<file path="src/rtl/ilk_pkg.sv">
package ilk_pkg;

  typedef logic [3:0] stg_t;

  typedef enum logic [2:0] {
    CL_NONE   = 3'd0,
    CL_ALU    = 3'd1,
    CL_LOAD   = 3'd2,
    CL_STORE  = 3'd3,
    CL_BRANCH = 3'd4
  } iclass_e;

  // stage in which each kind of operand is consumed
  localparam stg_t AGEN_AT = 4'd1;
  localparam stg_t ALU_AT  = 4'd2;
  localparam stg_t STD_AT  = 4'd4;
  // stage at whose end each producer's result becomes valid
  localparam stg_t ALU_RDY  = 4'd2;
  localparam stg_t LOAD_RDY = 4'd3;

  function automatic stg_t use_a(input logic [2:0] c);
    case (c)
      CL_ALU:             return ALU_AT;
      CL_LOAD, CL_STORE:  return AGEN_AT;
      default:            return 4'd0;
    endcase
  endfunction

  function automatic stg_t use_b(input logic [2:0] c);
    case (c)
      CL_ALU:   return ALU_AT;
      CL_STORE: return STD_AT;
      default:  return 4'd0;
    endcase
  endfunction

  function automatic stg_t ready_at(input logic [2:0] c);
    case (c)
      CL_ALU:  return ALU_RDY;
      CL_LOAD: return LOAD_RDY;
      default: return 4'd0;
    endcase
  endfunction

  function automatic logic writes_reg(input logic [2:0] c);
    return (c == CL_ALU) || (c == CL_LOAD);
  endfunction

  // producer now in prod, consumer issuing now uses the value u cycles later
  function automatic logic too_early(input stg_t prod, input stg_t u, input stg_t rdy);
    return (5'(prod) + 5'(u)) <= 5'(rdy);
  endfunction

endpackage

</file>
<file path="src/rtl/ilk_track.sv">
module ilk_track
  import ilk_pkg::*;
#(
  parameter int STAGES = 7,
  parameter int REG_W  = 4
) (
  input  logic                          clk,
  input  logic                          rst_n,
  input  logic                          issue,
  input  logic [2:0]                    in_cls,
  input  logic [REG_W-1:0]              in_a,
  input  logic [REG_W-1:0]              in_b,
  input  logic [REG_W-1:0]              in_dst,
  output logic [STAGES-1:0]             st_vld,
  output logic [STAGES-1:0]             st_wr,
  output logic [STAGES-1:0][2:0]        st_cls,
  output logic [STAGES-1:0][REG_W-1:0]  st_a,
  output logic [STAGES-1:0][REG_W-1:0]  st_b,
  output logic [STAGES-1:0][REG_W-1:0]  st_dst
);

  for (genvar i = 0; i < STAGES; i++) begin : g_stage
    if (i == 0) begin : g_head
      always_ff @(posedge clk or negedge rst_n) begin
        if (!rst_n) begin
          st_vld[i] <= 1'b0;
          st_cls[i] <= CL_NONE;
          st_a[i]   <= '0;
          st_b[i]   <= '0;
          st_dst[i] <= '0;
        end else if (issue) begin
          st_vld[i] <= 1'b1;
          st_cls[i] <= in_cls;
          st_a[i]   <= in_a;
          st_b[i]   <= in_b;
          st_dst[i] <= in_dst;
        end else begin
          st_vld[i] <= 1'b0;
          st_cls[i] <= CL_NONE;
          st_a[i]   <= '0;
          st_b[i]   <= '0;
          st_dst[i] <= '0;
        end
      end
    end else begin : g_body
      always_ff @(posedge clk or negedge rst_n) begin
        if (!rst_n) begin
          st_vld[i] <= 1'b0;
          st_cls[i] <= CL_NONE;
          st_a[i]   <= '0;
          st_b[i]   <= '0;
          st_dst[i] <= '0;
        end else begin
          st_vld[i] <= st_vld[i-1];
          st_cls[i] <= st_cls[i-1];
          st_a[i]   <= st_a[i-1];
          st_b[i]   <= st_b[i-1];
          st_dst[i] <= st_dst[i-1];
        end
      end
    end
    assign st_wr[i] = st_vld[i] && writes_reg(st_cls[i]) && (st_dst[i] != '0);
  end


  advance_chk: assert property (@(posedge clk) disable iff (!rst_n)
    st_vld[0] |=> st_vld[1]);

endmodule

</file>
<file path="src/rtl/ilk_hazard.sv">
module ilk_hazard
  import ilk_pkg::*;
#(
  parameter int STAGES = 7,
  parameter int REG_W  = 4
) (
  input  logic                          clk,
  input  logic                          rst_n,
  input  logic [REG_W-1:0]              src,
  input  stg_t                          use_at,
  input  logic [STAGES-1:0]             st_wr,
  input  logic [STAGES-1:0][2:0]        st_cls,
  input  logic [STAGES-1:0][REG_W-1:0]  st_dst,
  output logic                          need_stall
);

  logic found;
  stg_t hit_stage;
  stg_t hit_rdy;

  // youngest in-flight writer of src: lowest stage number wins
  always_comb begin
    found     = 1'b0;
    hit_stage = '0;
    hit_rdy   = '0;
    if (src != '0) begin
      for (int i = 0; i < STAGES; i++) begin
        if (!found && st_wr[i] && (st_dst[i] == src)) begin
          found     = 1'b1;
          hit_stage = stg_t'(i + 1);
          hit_rdy   = ready_at(st_cls[i]);
        end
      end
    end
  end

  assign need_stall = (use_at != '0) && found && too_early(hit_stage, use_at, hit_rdy);


  zero_src_chk: assert property (@(posedge clk) disable iff (!rst_n)
    (src == '0) |-> !need_stall);

endmodule

</file>
<file path="src/rtl/ilk_fwd.sv">
module ilk_fwd
  import ilk_pkg::*;
#(
  parameter int STAGES  = 7,
  parameter int REG_W   = 4,
  parameter int CONS_AT = 2,
  localparam int SEL_W  = $clog2(STAGES + 1)
) (
  input  logic                          clk,
  input  logic                          rst_n,
  input  logic                          en,
  input  logic [REG_W-1:0]              src,
  input  logic [STAGES-1:0]             st_wr,
  input  logic [STAGES-1:0][2:0]        st_cls,
  input  logic [STAGES-1:0][REG_W-1:0]  st_dst,
  output logic [SEL_W-1:0]              sel
);

  logic found;

  // only stages older than the consumer (index CONS_AT is stage CONS_AT+1)
  always_comb begin
    found = 1'b0;
    sel   = '0;
    if (en && (src != '0)) begin
      for (int i = CONS_AT; i < STAGES; i++) begin
        if (!found && st_wr[i] && (st_dst[i] == src)) begin
          found = 1'b1;
          sel   = SEL_W'(i + 1);
        end
      end
    end
  end

  // a bypassed value must already be computed
  fwd_ready_chk: assert property (@(posedge clk) disable iff (!rst_n)
    (sel != '0) |-> (ready_at(st_cls[int'(sel) - 1]) < stg_t'(sel)));

endmodule

</file>
<file path="src/rtl/pipe_interlock.sv">
module pipe_interlock
  import ilk_pkg::*;
#(
  parameter int  NUM_REGS = 16,
  parameter int  STAGES   = 7,
  localparam int REG_W    = $clog2(NUM_REGS),
  localparam int SEL_W    = $clog2(STAGES + 1)
) (
  input  logic              clk,
  input  logic              rst_n,
  input  logic              id_valid,
  input  logic [2:0]        id_class,
  input  logic [REG_W-1:0]  id_src_a,
  input  logic [REG_W-1:0]  id_src_b,
  input  logic [REG_W-1:0]  id_dst,
  output logic              stall,
  output logic [SEL_W-1:0]  fwd_agen,
  output logic [SEL_W-1:0]  fwd_alu_a,
  output logic [SEL_W-1:0]  fwd_alu_b,
  output logic [SEL_W-1:0]  fwd_std
);

  localparam int AG_IX  = int'(AGEN_AT) - 1;
  localparam int ALU_IX = int'(ALU_AT) - 1;
  localparam int STD_IX = int'(STD_AT) - 1;
  localparam int NFWD   = 4;
  localparam int FWD_AT [NFWD] = '{int'(AGEN_AT), int'(ALU_AT), int'(ALU_AT), int'(STD_AT)};

  logic [STAGES-1:0]            st_vld;
  logic [STAGES-1:0]            st_wr;
  logic [STAGES-1:0][2:0]       st_cls;
  logic [STAGES-1:0][REG_W-1:0] st_a;
  logic [STAGES-1:0][REG_W-1:0] st_b;
  logic [STAGES-1:0][REG_W-1:0] st_dst;

  // named internal events
  logic                   accept;
  logic                   e1_vld;
  logic [REG_W-1:0]       e1_dst;
  logic [1:0]             op_stall;
  logic [1:0][REG_W-1:0]  op_src;
  logic [1:0][3:0]        op_use;

  assign op_src[0] = id_src_a;
  assign op_src[1] = id_src_b;
  assign op_use[0] = use_a(id_class);
  assign op_use[1] = use_b(id_class);

  for (genvar k = 0; k < 2; k++) begin : g_op
    ilk_hazard #(.STAGES(STAGES), .REG_W(REG_W)) u_haz (
      .clk        (clk),
      .rst_n      (rst_n),
      .src        (op_src[k]),
      .use_at     (op_use[k]),
      .st_wr      (st_wr),
      .st_cls     (st_cls),
      .st_dst     (st_dst),
      .need_stall (op_stall[k])
    );
  end

  assign stall  = id_valid && (op_stall != 2'b00);
  assign accept = id_valid && !stall;

  ilk_track #(.STAGES(STAGES), .REG_W(REG_W)) u_track (
    .clk    (clk),
    .rst_n  (rst_n),
    .issue  (accept),
    .in_cls (id_class),
    .in_a   (id_src_a),
    .in_b   (id_src_b),
    .in_dst (id_dst),
    .st_vld (st_vld),
    .st_wr  (st_wr),
    .st_cls (st_cls),
    .st_a   (st_a),
    .st_b   (st_b),
    .st_dst (st_dst)
  );

  assign e1_vld = st_vld[0];
  assign e1_dst = st_dst[0];

  logic [NFWD-1:0]             fw_en;
  logic [NFWD-1:0][REG_W-1:0]  fw_src;
  logic [NFWD-1:0][SEL_W-1:0]  fw_sel;

  assign fw_en[0]  = st_vld[AG_IX]  && (use_a(st_cls[AG_IX])  == AGEN_AT);
  assign fw_src[0] = st_a[AG_IX];
  assign fw_en[1]  = st_vld[ALU_IX] && (use_a(st_cls[ALU_IX]) == ALU_AT);
  assign fw_src[1] = st_a[ALU_IX];
  assign fw_en[2]  = st_vld[ALU_IX] && (use_b(st_cls[ALU_IX]) == ALU_AT);
  assign fw_src[2] = st_b[ALU_IX];
  assign fw_en[3]  = st_vld[STD_IX] && (use_b(st_cls[STD_IX]) == STD_AT);
  assign fw_src[3] = st_b[STD_IX];

  for (genvar f = 0; f < NFWD; f++) begin : g_fwd
    ilk_fwd #(.STAGES(STAGES), .REG_W(REG_W), .CONS_AT(FWD_AT[f])) u_fwd (
      .clk    (clk),
      .rst_n  (rst_n),
      .en     (fw_en[f]),
      .src    (fw_src[f]),
      .st_wr  (st_wr),
      .st_cls (st_cls),
      .st_dst (st_dst),
      .sel    (fw_sel[f])
    );
  end

  assign fwd_agen  = fw_sel[0];
  assign fwd_alu_a = fw_sel[1];
  assign fwd_alu_b = fw_sel[2];
  assign fwd_std   = fw_sel[3];


  bubble_chk: assert property (@(posedge clk) disable iff (!rst_n)
    stall |=> !e1_vld);


  issue_chk: assert property (@(posedge clk) disable iff (!rst_n)
    (id_valid && !stall) |=> (e1_vld && (e1_dst == $past(id_dst))));


  no_wait_chk: assert property (@(posedge clk) disable iff (!rst_n)
    (!id_valid || (id_class == CL_BRANCH) || (id_class == CL_NONE)) |-> !stall);

endmodule

</file>
<file path="config.mk">
export PLATFORM = sky130hd
export DESIGN_NAME = pipe_interlock
export DESIGN_NICKNAME = d
export VERILOG_FILES = /design/src/rtl/ilk_pkg.sv /design/src/rtl/ilk_track.sv /design/src/rtl/ilk_hazard.sv /design/src/rtl/ilk_fwd.sv /design/src/rtl/pipe_interlock.sv
export SDC_FILE = /design/constraint.sdc
export NUM_CORES = 1
export LEC_CHECK = 0
export ABC_CLOCK_PERIOD_IN_PS = 5650
export BUFFER_PORTS_ARGS = -buffer_cell sky130_fd_sc_hd__buf_4
export CAP_MARGIN = 30
export CORE_MARGIN = 2
export CORE_UTILIZATION = 54
export DETAILED_ROUTE_END_ITERATION = 8
export GPL_TIMING_DRIVEN = 0
export HOLD_SLACK_MARGIN = 0.06
export PLACE_DENSITY = 0.83
export REMOVE_ABC_BUFFERS = 1
export SYNTH_ARGS = -nofsm -noshare
export SYNTH_HDL_FRONTEND = slang
export SYNTH_SLANG_ARGS = --single-unit
</file>
<file path="constraint.sdc">
create_clock -name clk -period 5.65 [get_ports clk]
set_input_delay 0.2825 -clock clk [delete_from_list [all_inputs] [get_ports clk]]
set_output_delay 0.2825 -clock clk [all_outputs]
set_load 0.005 [all_outputs]
</file>
Word-level counts from Yosys, hierarchy flattened
Cells that the tools add are included.
{"block": "word_totals", "reg_bits": 80, "latchBits": 0, "ram_bits": 0, "rom_bits": 0, "input_bits": 18, "out_inout_bits": 13, "elab_cells": 361, "memories": 0}
{"block": "op_classes", "addsub": 2, "multipliers": 0, "div": 0, "magnitude_cmp": 2, "eq_ne": 57, "shift": 0, "muxes": 131, "n_bitwise": 0, "reduce_logical": 142}
{"op": "equality test 4 bit", "n": 33}
{"op": "logical AND 1 bit", "n": 88}
{"op": "2-to-1 mux 3 bit", "n": 28}
{"op": "2-to-1 mux 4 bit", "n": 21}
{"op": "2-to-1 mux 1 bit", "n": 61}
{"op": "nonzero test 4 bit", "n": 15}
{"op": "case mux 2 bit (2 select lines)", "n": 10}
{"op": "equality test 3 x 2 -> 1 bit (second input constant)", "n": 12}
{"op": "logical NOT 1 bit", "n": 28}
{"op": "equality test 3 x 1 -> 1 bit (second input constant)", "n": 8}
{"op": "case mux 3 bit (2 select lines)", "n": 3}
{"op": "2-to-1 mux 2 bit", "n": 8}
{"op": "less-or-equal comparator 5 x 4 -> 1 bit", "n": 2}
{"op": "equality test 4 x 2 -> 1 bit (second input constant)", "n": 2}
{"op": "logical OR 1 bit", "n": 7}
{"op": "OR reduction 2 bit", "n": 3}
{"op": "adder 4 x 2 -> 5 bit", "n": 1}
{"op": "adder 4 x 3 -> 5 bit", "n": 1}
{"op": "equality test 4 x 1 -> 1 bit (second input constant)", "n": 1}
{"op": "equality test 4 x 3 -> 1 bit (second input constant)", "n": 1}
{"op": "nonzero test 2 bit", "n": 1}

Depth between registers and ports, before layout
Gate-level depths: netlist of run 1.
{"block": "depth", "word_depth": 45, "ltp_mapped": 18, "depth_no_buf": 16}

Cells and area by module
Synthesis of run 1 repeated with hierarchy kept, for this count alone.
{"block": "unflattened", "cells_unflattened": 591, "hier_area_um2": 6583.8}
{"mod": "ilk_track", "instances": 1, "cells_each": 149, "area_per_inst_um2": 3155.5, "seq_area_each_um2": 2802.7}
{"mod": "ilk_hazard (g_op[1].u_haz)", "instances": 1, "cells_each": 128, "area_per_inst_um2": 959.7, "seq_area_each_um2": 0.0}
{"mod": "ilk_hazard (g_op[0].u_haz)", "instances": 1, "cells_each": 127, "area_per_inst_um2": 957.2, "seq_area_each_um2": 0.0}
{"mod": "ilk_fwd (g_fwd[1].u_fwd ...)", "instances": 2, "cells_each": 48, "area_per_inst_um2": 394.1, "seq_area_each_um2": 0.0}
{"mod": "ilk_fwd (g_fwd[0].u_fwd)", "instances": 1, "cells_each": 55, "area_per_inst_um2": 441.7, "seq_area_each_um2": 0.0}
{"mod": "ilk_fwd (g_fwd[3].u_fwd)", "instances": 1, "cells_each": 25, "area_per_inst_um2": 185.2, "seq_area_each_um2": 0.0}
{"mod": "pipe_interlock", "instances": 1, "cells_each": 11, "area_per_inst_um2": 96.3, "seq_area_each_um2": 0.0}

Worst setup path after synthesis of run 1
OpenSTA, ideal clock, no wires.
{"block": "synth_path", "path_type": "register to output", "start": "register u_track.st_dst[20] (netlist name)", "end": "output stall", "arrival_time_ns": 3.461, "required_time_ns": 5.368, "setup_slack_ns": 1.907, "path_stages_with_launch": 17, "path_buffers": 1, "cell_sequence": "dfrtp_1 > buf_4 > or4_1 > nand4b_2 > nor2_1 > nor3_1 > and3_1 > inv_1 > nand3_1 > ha_1 > fa_1 > ha_1 > a21oi_1 > a21oi_1 > a2111oi_4 > a2bb2oi_4 > and2b_2"}
{"block": "synth_via", "elab_chain_len": 16, "word_cells_on_any_way": 44, "cone_classes": "add/sub (2); order compare (2); eq/ne (2); mux (20); reduce/logical (18)"}
{"item": "start, declared", "line": "ilk_track.sv:19", "source": "output logic [STAGES-1:0][REG_W-1:0] st_dst"}
{"item": "start signal, assigned by index", "line": "ilk_track.sv:58", "source": "st_dst[i] <= st_dst[i-1];"}
{"item": "nonzero test 4 bit", "line": "ilk_track.sv:62", "source": "assign st_wr[i] = st_vld[i] && writes_reg(st_cls[i]) && (st_dst[i] != '0);"}
{"item": "logical AND 1 bit", "line": "ilk_track.sv:62"}
{"item": "logical AND 1 bit (2 in a row)", "line": "ilk_hazard.sv:28", "source": "if (!found && st_wr[i] && (st_dst[i] == src)) begin"}
{"item": "2-to-1 mux 1 bit", "line": "ilk_hazard.sv:28"}
{"item": "2-to-1 mux 1 bit", "line": "ilk_hazard.sv:26", "source": "if (src != '0) begin"}
{"item": "logical NOT 1 bit", "line": "ilk_hazard.sv:28"}
{"item": "logical AND 1 bit (2 in a row)", "line": "ilk_hazard.sv:28"}
{"item": "2-to-1 mux 3 bit", "line": "ilk_hazard.sv:28"}
{"item": "2-to-1 mux 4 bit", "line": "ilk_hazard.sv:26"}
{"item": "adder 4 x 2 -> 5 bit or adder 4 x 3 -> 5 bit (tied branches)", "line": "ilk_pkg.sv:51", "source": "return (5'(prod) + 5'(u)) <= 5'(rdy);"}
{"item": "less-or-equal comparator 5 x 4 -> 1 bit", "line": "ilk_pkg.sv:51"}
{"item": "logical AND 1 bit", "line": "ilk_hazard.sv:37", "source": "assign need_stall = (use_at != '0) && found && too_early(hit_stage, use_at, hit_rdy);"}
{"item": "nonzero test 2 bit (*)", "line": "pipe_interlock.sv:62", "source": "assign stall = id_valid && (op_stall != 2'b00);"}
{"item": "logical AND 1 bit (*)", "line": "pipe_interlock.sv:62"}
{"item": "end, declared", "line": "pipe_interlock.sv:16", "source": "output logic stall,"}
Every way passes the cells marked *; elsewhere a longest branch is shown, timed or not. The select of a mux whose other input is x is not followed.

Final worst setup path of run 1
{"block": "layout_path", "start": "register u_track.st_dst[8] (netlist name)", "end": "output stall"}
{"block": "layout_via", "elab_chain_len": 31, "word_cells_on_any_way": 86, "cone_classes": "add/sub (2); order compare (2); eq/ne (2); mux (44); reduce/logical (36)"}
{"item": "nonzero test 4 bit", "line": "ilk_track.sv:62"}
{"item": "logical AND 1 bit", "line": "ilk_track.sv:62"}
{"item": "logical AND 1 bit (2 in a row)", "line": "ilk_hazard.sv:28"}
{"item": "2-to-1 mux 1 bit", "line": "ilk_hazard.sv:28"}
{"item": "2-to-1 mux 1 bit", "line": "ilk_hazard.sv:26"}
{"item": "logical NOT 1 bit", "line": "ilk_hazard.sv:28"}
{"item": "logical AND 1 bit (2 in a row)", "line": "ilk_hazard.sv:28"}
{"item": "2-to-1 mux 1 bit", "line": "ilk_hazard.sv:28"}
{"item": "[12 not listed]"}
{"item": "logical AND 1 bit (2 in a row)", "line": "ilk_hazard.sv:28"}
{"item": "2-to-1 mux 3 bit", "line": "ilk_hazard.sv:28"}
{"item": "2-to-1 mux 4 bit", "line": "ilk_hazard.sv:26"}
{"item": "adder 4 x 2 -> 5 bit or adder 4 x 3 -> 5 bit (tied branches)", "line": "ilk_pkg.sv:51"}
{"item": "less-or-equal comparator 5 x 4 -> 1 bit", "line": "ilk_pkg.sv:51"}
{"item": "logical AND 1 bit", "line": "ilk_hazard.sv:37"}
{"item": "nonzero test 2 bit (*)", "line": "pipe_interlock.sv:62"}
{"item": "logical AND 1 bit (*)", "line": "pipe_interlock.sv:62"}
Marks and branches as above.

==> results of run 1 <==
-- layout make-up --
type	instances	area (um^2)
Multi-Input combinational cell	355	2700
Clock inverter	7	103
Tap cell	111	139
Clock buffer	9	124
Inverter	6	22.5
Timing Repair Buffer	32	263
Sequential cell	80	2000
Fill cell	744	3750
-- worst min path at each step --
stage,end,slack (ns),cells past startpoint
6_report,u_track.st_cls[2],0.15,2
5_1_grt,u_track.st_dst[2],0.15,2
4_1_cts,u_track.st_dst[1],0.10,1
3_5_place_dp,u_track.st_b[13],0.33,0
3_3_place_gp,u_track.st_b[15],0.33,0
2_1_floorplan,u_track.st_a[0],-0.01,0
-- sequential cells by signal (all words and copies together) (netlist names) --
| signal | count |
|---|---|
| u_track.st_a | 8 |
| u_track.st_b | 16 |
| u_track.st_cls | 21 |
| u_track.st_dst | 28 |
| u_track.st_vld | 7 |
-- stage by stage --
stage	hold WS, ns	total power, W	worst slack, ns	instance area, um^2
2_1_floorplan	-0.0131	0.000793	1.90	4730
3_3_place_gp	0.333	0.000854	1.39	5090
3_5_place_dp	0.335	0.000867	1.33	5090
4_1_cts	0.101	0.00134	0.943	5320
5_1_grt	0.154	0.00139	0.666	5360
6_report	0.152	0.00134	0.933	5360
-- power groups by stage --
stage               Sequential [W]  Clock [W]  Combinational [W]
floorplan                 0.000656          0           0.000136
global placement          0.000671          0           0.000183
detailed placement        0.000674          0           0.000193
CTS                       0.000663   0.000481           0.000194
global route              0.000669   0.000504           0.000217
finish                    0.000664   0.000477           0.000196
-- layout by cell type, fill, tap and decap left out, types with 5 or more instances in the layout --
cell type   n
nand4_1    17
inv_1       6
dfrtp_1    80
buf_4      30
and3_1     11
nand3_1     7
ha_1        7
clkbuf_8    9
nor4_1     21
xor2_1     68
xnor2_1    71
nand2_1    26
or4_1       5
and3_2      5
a21oi_1    13
nor3b_1     5
nor2_1     31
o22ai_1     5
-- per-layer routing --
metal	track usage	up-vias	part of all wire
met5	0	-	0
met4	0.0969	0	0.026
met3	0.0320	22	0.045
met2	0.401	117	0.51
met1	0.303	1766	0.42
li1	-	1651	-
-- synth_stat cells (4+ instances only) --
cell      number
xor2_1        68
dfrtp_1       80
and3_2         5
buf_6          8
and3_1        11
a21oi_1       13
nor3_1         4
nand2b_1       4
or3b_2         4
nand4_1       17
clkbuf_1      15
a221oi_1       4
xnor2_1       71
o22ai_1        5
or4_1          5
nand3_1        7
nor2_1        31
ha_1           7
buf_2         13
nor3b_1        5
inv_1          6
nor4_1        21
nand2_1       26
buf_4          7
-- logic make-up after synthesis --
logic type / share of synthesized area
simple gates: 0.210
xor+xnor: 0.244
flops: 0.401
buf+inv: 0.0581
compound gates: 0.0553
fa+ha+maj: 0.0255
mux: 0.00626
-- repair_timing --
| action | 4_1_cts | 5_1_grt |
|---|---|---|
| resized for setup | 0 | 0 |
| hold buffers | 0 | 1 |
| endpoints found under the hold margin | 0 | 80 |
==> summary.txt, run 1 <==
Timing
  – Crit path time final: around 4.7 ns
  – Max Freq: 0.212 GHz
  – Final Setup Violations: 0
  – RSZ-0062 raised after global routing: no
  – Layout Skew: between 0.01 and 0.015 ns
  – Setup TNS: 0 ns
  – Max transition margin: 0.470
  – Tcrit/Tclk final: 0.835
  – Pins Over Slew Limit: 0
  – Final hold violations: 0
  – Least-Margin Pin Slew: 0.785 ns

Logic synthesis
  – Yosys cell types: 58
  – EDFF count, synth: 0
  – Cell count after synthesis: a little under 500
  – Synthesis warning total: 0
  – Main area contributors after synthesis: dfrtp_1, xnor2_1, xor2_1
  – Sequential element share of the synthesized area: 0.401
  – Asr flop ratio synth: 1.00
  – #FFs+latches synth: 80
  – Primary FF master, synth: dfrtp_1
  – Mapped cell area: about 5000 um^2
  – Area fraction of the dominant cell type after synthesis: 0.401
  – Mean post-synth cell area: slightly above 10 um^2
  – Cell taking the most area after synthesis: dfrtp_1

Placed design
  – PortBufs: 30
  – Hpwl dp: between 8000 and 9000 um
  – Cells after DPL: just under 600
  – GPL Wtd Cong: slightly above 0.9

Die
  – Die area: about 10000 um^2
  – Core area: 9110 um^2
  – FP Rows: 35
  – I/O pins: 31
  – Initial Util: 0.548
  – Vert. Die Dim: ~100 um
  – Die X-Extent: 100 um

Clock network
  – CTS root buffer: clkbuf_8
  – TritonCTS clock tree: done
  – Worst-Skew Late Latency: between 0.3 and 0.4 ns
  – Deepest clock path buffer count: 2
  – Post-CTS Setup Bufs: 0
  – H-tree levels: 3
  – Num CTS Buffers: 9
  – Clk sink count: 80
  – Clk slew on worst S/H paths: 0.09 ns

Critical path
  – Critical Path AT: about 4.4 ns
  – Cell count along the critical path: 16
  – CP required: 5.37 ns
  – Crit path buf inv count: 2
  – Worst setup EP type: primary output
  – CP cell instances: nor4_4, nor4b_4, nand2_1, and3_1, and3_1, inv_1, nand3_1, ha_1, fa_1, ha_1, a21oi_1, a21oi_1, a2111oi_4, a2bb2oi_4, and2b_2, buf_4
  – Worst r2r src: u_track.st_dst[8]
  – CP max FO: 16
  – Worst path slowest cell: dfrtp_1
  – Reg2Reg Setup Slack: between 1.5 and 2 ns
  – Crit path launch: u_track.st_dst[8]
  – Crit Path Class: flip-flop to primary output
  – Critical path endpoint: stall
  – Worst reg2reg path depth: 15
  – Worst setup SP type: flip-flop
  – Crit path largest cell delay: roughly 0.6 ns
  – Delay-heaviest family, CP: simple AND/OR/NAND/NOR gates
  – Worst reg2reg endpoint: u_track.st_dst[3]

Final layout
  – Layout cell share with drive strength beyond 1: 0.149
  – Finished Core Util: 0.588
  – Area grow syn2layout: 7.21%
  – Layout Cells excl Fill: 600
  – Antenna cell count: 0
  – Nets: approximately 500

Global routing
  – Largest net degree at the start of global routing: 81
  – First-pass GRT wire length: about 18000 um
  – Gr ovfl total: 0
  – GRT Total Usage: 0.235
  – Initial antenna violation count: 0
  – Vias in the first global route: 3518

Min path
  – Min-delay src: id_class[2]
  – Worst min-delay path class: primary input to flip-flop

Route
  – DRC viols: 0
  – DR pass1 iterations: 6
  – Via count: around 3600
  – Starting DRC count in detailed routing: between 200 and 250
  – Routed WL: ~11000 um
  – Post-route ant nets: 0
  – Avg WL per Cell: 18.5 um
  – Vias per inst: about 5.9

Power
  – Clock network fraction of total power: 0.357
  – Comb pwr share: 0.146
  – Pleak: roughly 2.4 nW
  – PwrDens: about 250 nW/um^2
  – Maximum VDD drop: 0.000222 V
  – Switching share of power: 0.286
  – Flop pwr share: 0.497
  – Power Internal: between 0.0009 and 0.001 W
  – Sw Pwr: about 0.00038 W

Status
  – Status: completed

Job
  – MaxCap Viol Count: 0
(Power assumes the default switching activity.)
==> inputs of run 2 (changes only) <==
Settings changed: ABC_CLOCK_PERIOD_IN_PS 5650 to 4000, PLACE_DENSITY 0.83 to 0.86.
Clock period 5.65 ns to 4 ns, I/O delays scaled along.
==> run 2 against run 1 <==
Compared with the run above:
- the flow now finishes with violations (negative setup slack)
- worst hold slack worse by 0.073 ns
- power rose by 41%
- routed wire length is 23% higher
- critical path type unchanged
- sequential power is 39% higher
- largest power group unchanged
- final area is 9.4% higher
- utilization grew 5.5 points
- register-to-register slack got worse by 1.4 ns
- die area unchanged
- first-iteration DRC count is 43% higher
- clock skew rose by 0.00088 ns
==> summary.txt, run 2 (synthesized netlist as in run 1, its figures left out) <==
Timing
  – Least-Margin Pin Slew: 0.837 ns (+0.0526 ns)
  – Final hold violations: 0 (unchanged)
  – Layout Skew: 0.0110 ns (+0.000876 ns)
  – Max Freq: between 0.2 and 0.25 GHz
  – Pins Over Slew Limit: 0 (unchanged)
  – RSZ-0062 raised after global routing: yes
  – Crit path time final: 4.09 ns
  – Tcrit/Tclk final: 1.02
  – Final Setup Violations: 1 (+1)
  – Max transition margin: 0.434 (-0.0356)
  – PnR worst setup slack: -0.0917 ns (-1.03 ns)

Power
  – Maximum VDD drop: 0.000272 V (+22%)
  – Pleak: 2.57 nW (+9.2%)
  – PwrDens: 321 nW/um^2 (+29%)

Critical path
  – CP max FO: 6 (-10)
  – Worst setup EP type: primary output
  – Critical Path AT: 3.89 ns (-0.54 ns)
  – CP required: 3.80 ns (-1.57 ns)
  – Worst setup SP type: flip-flop
  – Crit Path Class: flip-flop to primary output

Status
  – Violated checks: negative setup slack
  – Status: finished, violations left

Min path
  – Worst min-delay path class: primary input to flip-flop

Final layout
  – Antenna cell count: 0 (unchanged)
  – Biggest regs: u_track.st_dst: 28 flops, u_track.st_cls: 21 flops, u_track.st_b: 16 flops
  – Most common cell after layout, fill and taps aside: buf_4
  – Most frequent cells in the layout: buf_4, xnor2_1, xor2_1, dfrtp_1, nor2_1
  – Area grow syn2layout: 17.3%
  – Largest reg by FF count: u_track.st_dst
  – Layout Cells excl Fill: 646 (+7.7%)
  – Nets: 557 (+9.0%)
  – Max FFs per register: 28 (unchanged)
  – Final Cell Area: 5860 um^2 (+9.4%)
  – Layout cell share with drive strength beyond 1: 0.310 (+0.161)

Die
  – Core area: 9110 um^2 (unchanged)
  – Die X-Extent: 100 um (unchanged)
  – Vert. Die Dim: 100 um (unchanged)
  – I/O pins: 31 (unchanged)
  – Initial Util: 0.548 (unchanged)
  – FP Rows: 35 (unchanged)
  – Die area: 10000 um^2 (unchanged)

Route
  – DRC viols: 0 (unchanged)
  – Routed WL: 13700 um (+23%)
  – Avg WL per Cell: 21.1 um (+14%)
  – Post-route ant nets: 0 (unchanged)
  – Starting DRC count in detailed routing: 295 (+43%)
  – Vias per inst: 6.22 (+5.0%)
  – DR pass1 iterations: 6 (unchanged)
  – Via count: 4020 (+13%)

Placed design
  – Hpwl dp: 8420 um (+4.2%)
  – PortBufs: 30 (unchanged)
  – GPL Wtd Cong: 0.955 (+2.3%)
  – Pre-CTS WS: -0.323 ns (-1.65 ns)
  – Cells after DPL: 582 (unchanged)
  – Dpl cell area: 5090 um^2 (unchanged)

Global routing
  – First-pass GRT wire length: 21800 um (+21%)
  – Largest net degree at the start of global routing: 81 (unchanged)
  – GRT Total Usage: 0.285 (+0.0498)
  – Gr ovfl total: 0 (unchanged)
  – Vias in the first global route: 4294 (+22%)
  – Initial antenna violation count: 0 (unchanged)

Clock network
  – Deepest clock path buffer count: 2 (unchanged)
  – Clk slew on worst S/H paths: 0.10 ns (about the same)
  – CTS root buffer: clkbuf_8
  – Worst-Skew Late Latency: 0.36 ns (about the same)
  – TritonCTS clock tree: done
  – Num CTS Buffers: 9 (unchanged)
  – Clk sink count: 80 (unchanged)
  – H-tree levels: 3 (unchanged)

Job
  – MaxCap Viol Count: 0 (unchanged)
## run 2: cell types whose count changed in the layout (fill, tap and decap cells not counted), sizes merged
cell,change
clkinvlp,+1
clkinv,-2
inv,+3
buf,+46
bufinv,-2
## run 2: layout make-up
class	instances	area (um^2)
Tap cell	111	139
Multi-Input combinational cell	355	2860
Inverter	6	22.5
Timing Repair Buffer	78	612
Clock inverter	7	72.6
Clock buffer	9	124
Fill cell	660	3250
Sequential cell	80	2030
## run 2: timing repair
item	CTS	global route
pin swaps	25	7
resized for setup	50	3
hold buffers	1	0
setup endpoints to repair	16	1
buffers inserted	44	2
endpoints found under the hold margin	80	0
## run 2: worst paths after layout
check / start / depth (start not counted) / slack, ns / endpoint
worst min register to register: u_track.st_b[2] / 0 / 0.36 / u_track.st_b[6]
worst min-delay path: id_dst[2] / 2 / 0.08 / u_track.st_dst[2]
worst max-delay path: u_track.st_dst[12] / 17 / -0.09 / stall
min in group asynchronous: rst_n / 2 / 0.19 / u_track.st_vld[0]
worst max register to register: u_track.st_dst[12] / 18 / 0.16 / u_track.st_b[3]
max in group asynchronous: rst_n / 3 / 3.23 / u_track.st_dst[21]
## run 2: critical path: stages, from the launching register on
cell and delay (ns):
dfrtp_2 0.44, buf_4 0.18, xnor2_1 0.21, nand4_1 0.15, nor2_2 0.25, nor2_1 0.10, and3_4 0.17, inv_2 0.05
nand3_2 0.10, ha_4 0.18, fa_1 0.53, ha_4 0.23, a21oi_4 0.13, a21oi_2 0.06, a2111oi_4 0.32, a2bb2oi_4 0.12
and2b_2 0.24, buf_6 0.09
## run 2: per-layer routing
layer  share of wire  global-route usage  wire (um)
met1            0.37               0.342       4990
met2            0.52               0.504       7070
met3           0.078              0.0453       1060
met4           0.039               0.129        537
met5               0                   0          0
## run 2: per-stage QoR
step           hold slack (ns)   util  total power (W)  TNS (ns)
5_1_grt                 0.0863  0.644          0.00195    -0.215
6_report                0.0788  0.644          0.00188   -0.0917
3_3_place_gp             0.333  0.559          0.00121    -0.166
4_1_cts                 0.0766  0.637          0.00186         0
3_5_place_dp             0.341  0.559          0.00123     -1.61
2_1_floorplan          -0.0956      -          0.00112         0
## run 2: power breakdown
part           internal, W  switching [W]
registers         0.000854      0.0000658
logic             0.000178       0.000200
clock network     0.000246       0.000340
total              0.00128       0.000606
